## src/rtl/fetch_redirect_pkg.sv

```systemverilog
package fetch_redirect_pkg;
  localparam int unsigned OP_W = 4;
  localparam logic [OP_W-1:0] OP_HALT = 4'h0;
  localparam logic [OP_W-1:0] OP_NOP  = 4'h1;
  localparam logic [OP_W-1:0] OP_JUMP = 4'h7;
  localparam logic [OP_W-1:0] FN_ALWAYS = 4'h0;

  typedef enum logic [1:0] {
    NXT_FALL = 2'd0,
    NXT_TGT  = 2'd1,
    NXT_HOLD = 2'd2
  } nxt_sel_e;

  typedef struct packed {
    logic is_jump;
    logic is_cond;
    logic is_halt;
  } op_class_t;
endpackage

```

## src/rtl/fr_classify.sv

```systemverilog
module fr_classify
  import fetch_redirect_pkg::*;
(
  input  logic [OP_W-1:0] icode_i,
  input  logic [OP_W-1:0] ifun_i,
  output op_class_t       cls_o,
  output nxt_sel_e        sel_o
);
  always_comb begin
    cls_o.is_jump = (icode_i == OP_JUMP);
    cls_o.is_cond = (icode_i == OP_JUMP) && (ifun_i != FN_ALWAYS);
    cls_o.is_halt = (icode_i == OP_HALT);
    if (cls_o.is_halt)      sel_o = NXT_HOLD;
    else if (cls_o.is_jump) sel_o = NXT_TGT;
    else                    sel_o = NXT_FALL;
  end
endmodule

```

## src/rtl/fr_track.sv

```systemverilog
module fr_track #(
  parameter int unsigned PC_W  = 64,
  parameter int unsigned N_STG = 3,
  parameter int unsigned N_BUB = 2
) (
  input  logic            clk_i,
  input  logic            rst_ni,
  input  logic            f_jcc_i,
  input  logic [PC_W-1:0] f_fall_i,
  input  logic            e_cond_i,
  output logic            squash_o,
  output logic            redirect_o,
  output logic [PC_W-1:0] redirect_pc_o
);
  localparam int unsigned E_IDX = N_STG - 2;
  localparam int unsigned M_IDX = N_STG - 1;

  logic [N_STG-1:0] jcc_q;
  logic [PC_W-1:0]  fall_q [N_STG];
  logic             m_cond_q;

  // a conditional jump failing its test in execute
  assign squash_o = jcc_q[E_IDX] && !e_cond_i;

  for (genvar g = 0; g < N_STG; g++) begin : g_stg
    logic            jcc_in;
    logic [PC_W-1:0] fall_in;
    if (g == 0) begin : g_src_f
      assign jcc_in  = f_jcc_i;
      assign fall_in = f_fall_i;
    end else begin : g_src_prev
      assign jcc_in  = jcc_q[g-1];
      assign fall_in = fall_q[g-1];
    end

    always_ff @(posedge clk_i or negedge rst_ni) begin
      if (!rst_ni) begin
        jcc_q[g]  <= 1'b0;
        fall_q[g] <= '0;
      end else if ((g < N_BUB) && squash_o) begin
        jcc_q[g]  <= 1'b0;
        fall_q[g] <= '0;
      end else begin
        jcc_q[g]  <= jcc_in;
        fall_q[g] <= fall_in;
      end
    end
  end

  always_ff @(posedge clk_i or negedge rst_ni) begin
    if (!rst_ni) m_cond_q <= 1'b0;
    else         m_cond_q <= e_cond_i;
  end

  assign redirect_o    = jcc_q[M_IDX] && !m_cond_q;
  assign redirect_pc_o = fall_q[M_IDX];
endmodule

```

## src/rtl/fr_pc_sel.sv

```systemverilog
module fr_pc_sel
  import fetch_redirect_pkg::*;
#(
  parameter int unsigned PC_W = 64
) (
  input  logic            clk_i,
  input  logic            rst_ni,
  input  nxt_sel_e        sel_i,
  input  logic [PC_W-1:0] valp_i,
  input  logic [PC_W-1:0] valc_i,
  input  logic            redirect_i,
  input  logic [PC_W-1:0] redirect_pc_i,
  output logic [PC_W-1:0] pc_o,
  output logic [PC_W-1:0] pred_next_o
);
  logic [PC_W-1:0] pred_q;

  assign pc_o = redirect_i ? redirect_pc_i : pred_q;

  // halt holds by re-predicting its own address
  always_comb begin
    unique case (sel_i)
      NXT_HOLD: pred_next_o = pc_o;
      NXT_TGT:  pred_next_o = valc_i;
      default:  pred_next_o = valp_i;
    endcase
  end

  always_ff @(posedge clk_i or negedge rst_ni) begin
    if (!rst_ni) pred_q <= '0;
    else         pred_q <= pred_next_o;
  end
endmodule

```

## src/rtl/fetch_redirect.sv

```systemverilog
module fetch_redirect
  import fetch_redirect_pkg::*;
#(
  parameter int unsigned PC_W = 64
) (
  input  logic            clk_i,
  input  logic            rst_ni,
  input  logic [3:0]      icode_i,
  input  logic [3:0]      ifun_i,
  input  logic [PC_W-1:0] valp_i,
  input  logic [PC_W-1:0] valc_i,
  input  logic            e_cond_i,
  output logic [PC_W-1:0] pc_o,
  output logic [PC_W-1:0] pred_pc_o,
  output logic            bubble_d_o,
  output logic            bubble_e_o
);
  op_class_t       cls;
  nxt_sel_e        sel;
  logic            squash;
  logic            redirect;
  logic [PC_W-1:0] redirect_pc;

  fr_classify u_cls (
    .icode_i (icode_i),
    .ifun_i  (ifun_i),
    .cls_o   (cls),
    .sel_o   (sel)
  );

  fr_track #(.PC_W(PC_W), .N_STG(3), .N_BUB(2)) u_trk (
    .clk_i         (clk_i),
    .rst_ni        (rst_ni),
    .f_jcc_i       (cls.is_cond),
    .f_fall_i      (valp_i),
    .e_cond_i      (e_cond_i),
    .squash_o      (squash),
    .redirect_o    (redirect),
    .redirect_pc_o (redirect_pc)
  );

  fr_pc_sel #(.PC_W(PC_W)) u_pc (
    .clk_i         (clk_i),
    .rst_ni        (rst_ni),
    .sel_i         (sel),
    .valp_i        (valp_i),
    .valc_i        (valc_i),
    .redirect_i    (redirect),
    .redirect_pc_i (redirect_pc),
    .pc_o          (pc_o),
    .pred_next_o   (pred_pc_o)
  );

  assign bubble_d_o = squash || !rst_ni;
  assign bubble_e_o = squash || !rst_ni;

  logic unused_cls;
  assign unused_cls = cls.is_jump ^ cls.is_halt;
endmodule

```

## config.mk

```make
export PLATFORM = sky130hd
export DESIGN_NAME = fetch_redirect
export DESIGN_NICKNAME = d
export VERILOG_FILES = /design/src/rtl/fetch_redirect_pkg.sv /design/src/rtl/fr_classify.sv /design/src/rtl/fr_track.sv /design/src/rtl/fr_pc_sel.sv /design/src/rtl/fetch_redirect.sv
export SDC_FILE = /design/constraint.sdc
export NUM_CORES = 1
export LEC_CHECK = 0
export ABC_AREA = 1
export BUFFER_PORTS_ARGS = -buffer_cell sky130_fd_sc_hd__buf_4
export CORE_MARGIN = 2
export CORE_UTILIZATION = 35
export DETAILED_ROUTE_END_ITERATION = 10
export MAX_ROUTING_LAYER = met4
export PLACE_DENSITY_LB_ADDON = 0.15
export RECOVER_POWER = 50
export SLEW_MARGIN = 30
export SYNTH_ARGS = -nofsm -noshare
export SYNTH_HDL_FRONTEND = slang
export SYNTH_SLANG_ARGS = --single-unit
export TNS_END_PERCENT = 100
```

## constraint.sdc

```tcl
create_clock -name clk_i -period 2.2 [get_ports clk_i]
set_clock_uncertainty 0.05 [all_clocks]
set_input_delay 0.33 -clock clk_i [delete_from_list [all_inputs] [get_ports clk_i]]
set_output_delay 0.33 -clock clk_i [all_outputs]
set_load 0.05 [all_outputs]
```

==> results.toml <==
[outcome]
status = "complete, but fails checks"
violations = "negative setup slack"

[layout]
final_cells = 1785
syn_to_final_growth_pct = 49.0
fin_area_sq_um = 15000
final_layout_size_suffix_gt1_frac = 0.325
final_core_util = 0.527
nNetsFinal = 1518
antenna_cells = 0

[floorplan]
die-width_um = 174
initial_utilization = 0.354
coreArea_sq_um = 28500
die_area_sq_um = 30200
fp-row-count = 62
boundaryPins = 269
die_y_um = 174

[clocking]
tritoncts = "yes"
clkTransAtPathRegs_ns = 0.06
cts.sinks = 260
cts_made_buffers = 28
cts-root-buf = "clkbuf_16"
clock_path_buffers = 3
htreeDepth = 1
clock_latency_ns = 0.53

[synthesis]
yosysSeqAreaShare = 0.645
synth_area_leaders = "dfrtp_1, nand3_1, nand2_1"
ys_top_cells_by_count = "dfrtp_1, nand3_1, nand2_1"
synth-seq-cells = 260
synth_area_per_cell_sq_um = 9.58
syn-instance-count = 1053
post-synth-top-count-cell = "dfrtp_1"
netlist-cell-type-count = 13
syn_nets = 1192
netlist_area_sq_um = 10100
async_flop_share = 1.00
synth_warnings = 0
synth-edff-count = 0
synth.largest_area_cell = "dfrtp_1"
synth_top_area_share = 0.645
synthFlopType = "dfrtp_1"

[worst_setup_path]
arrival_ns = 1.91
worstSetupPathType = "reg -> out"
worst_setup_path_end_kind = "output port"
cp-start-kind = "register"
cp_data_required_time_ns = 1.82
crit_fanout = 8

[detailed_routing]
wl_per_cell_um = 16.0
firstDrtPassIters = 4
drc = 0
top_layer_used = "met4"
routed-wl-met3_um = 1190
initialDrtViolationCount = 527
dr_total_vias = 8227
postRouteWirelength_um = 28600
ant_nets = 0
wl_met2_um = 14700
met1_length_um = 12100
vias_per_cell = 4.61

[timing]
fmax_mhz = 436
tightest_slew_ns = 1.20
fin_crit_ns = 2.29
finalMaxSlewViolations = 0
slew_headroom = 0.197
finalCritPeriodShare = 1.04
fin_ws_ns = -0.0915
tns_ns = -1.15
setup_viol = 48
finalHoldViolCount = 0
rsz0062_at_grt = "true"
hold_ws_ns = 0.0387

[grt]
antenna_found_initial = 0
first_global_vias = 8498
grt_first_pass_wirelength_um = 44400
grt.total_usage = 0.186
grt_overflow = 0
grt_max_degree = 130

[placed_design]
dpl_worst_slack_ns = 0.292
place_inst = 1656
io_buffers = 268
place_hpwl_um = 16300
gp_congestion = 0.807
placedInstanceArea_sq_um = 12300

[pwr]
ir_drop_uv = 542
combinationalPowerShare = 0.185
internal_power_mw = 9.09
pwr-share-seq = 0.413
p_total_mw = 12.5
p_sw_mw = 3.45
power.leakage_nw = 7.69
switching_share = 0.275
power_density_nw_per_um2 = 834
p_clk_frac = 0.402

[job]
drv_cap = 0

[hold_path]
hp-class = "in -> reg"
==> final cells by class <==
type	instances	area (sq um)
clock buffer	34	754
clock inverter	18	255
fill	2668	13500
inverter	135	512
multi-input combinational	590	3010
sequential	260	6510
tap	384	480
timing repair buffer	364	3520
==> final timing paths <==
kind | start | end | slack (ns) | cells past startpoint
worst max-delay path | u_trk.jcc_q[2]$_DFF_PN0_ | pred_pc_o[30] | -0.09 | 7
worst min-delay path | valc_i[31] | u_pc.pred_q[31]$_DFF_PN0_ | 0.04 | 3
worst max register to register | u_trk.g_stg[2].jcc_in$_DFF_PN0_ | u_trk.g_stg[1].fall_in[15]$_DFF_PN0_ | 0.69 | 4
worst min register to register | u_trk.g_stg[2].fall_in[27]$_DFF_PN0_ | u_trk.redirect_pc_o[27]$_DFF_PN0_ | 0.29 | 0
max in group asynchronous | rst_ni | u_pc.pred_q[47]$_DFF_PN0_ | 0.35 | 3
min in group asynchronous | rst_ni | u_pc.pred_q[1]$_DFF_PN0_ | 0.22 | 2
==> logic make-up (layout without fill, tap and decap cells) <==
group,after synthesis,after routing,share of synthesized area
buffers and inverters,203,551,0.102
flip-flops,260,260,0.645
AND/OR/NAND/NOR,589,589,0.252
AO/OA/AOI/OAI,1,1,0.000495
==> registers in the layout (all words and copies together), names as in the netlist <==
register	count
u_trk.g_stg.fall_in	128
u_trk.jcc_q	1
u_pc.pred_q	64
u_trk.g_stg.jcc_in	2
u_trk.redirect_pc_o	64
u_trk.m_cond_q	1
==> worst max-delay path, stage by stage (launching register included) <==
cell	delay, ns
dfrtp_2	0.50
buf_12	0.15
clkbuf_16	0.16
nand3_1	0.09
nand2_1	0.12
nand2_1	0.10
nand3_2	0.10
buf_6	0.16
==> layer usage <==
metal  GRT usage  vias up
met3      0.0241       44
met5           -        -
met4      0.0459        0
met1       0.238     4056
met2       0.315      212
li1            -     3915
==> cell usage in the layout, fill, tap and decap left out <==
master	count
clkinv_4	1
dlygate4sd3_1	66
clkinvlp_4	6
clkbuf_1	7
inv_2	2
bufinv_16	6
dfrtp_2	1
nand2_8	1
buf_12	10
nor2_4	1
inv_1	132
nand3_2	72
buf_8	40
nand2_2	35
nor2_1	134
a21oi_1	1
clkbuf_4	1
clkbuf_8	1
clkbuf_16	32
buf_6	30
buf_4	209
nand3_1	185
dfrtp_1	259
clkinv_2	6
nand2_1	161
buf_16	2
==> power groups by stage <==
stage | registers (mW) | clock network (mW) | logic (mW)
after global placement | 5.25 | 0 | 1.99
after global routing | 5.20 | 5.39 | 2.46
after detailed placement | 5.26 | 0 | 2.00
after floorplan | 5.24 | 0 | 1.24
after CTS | 5.18 | 5.21 | 2.24
final | 5.18 | 5.05 | 2.31
==> timing repair <==
action,in CTS,in global routing
cloned,2,4
hold endpoints to repair,106,0
hold buffers,66,0
pin swaps,2,1
gates resized for setup,140,84
setup endpoints to repair,115,68
setup buffers,0,5
Note: power is estimated with default switching activity, not from simulation.
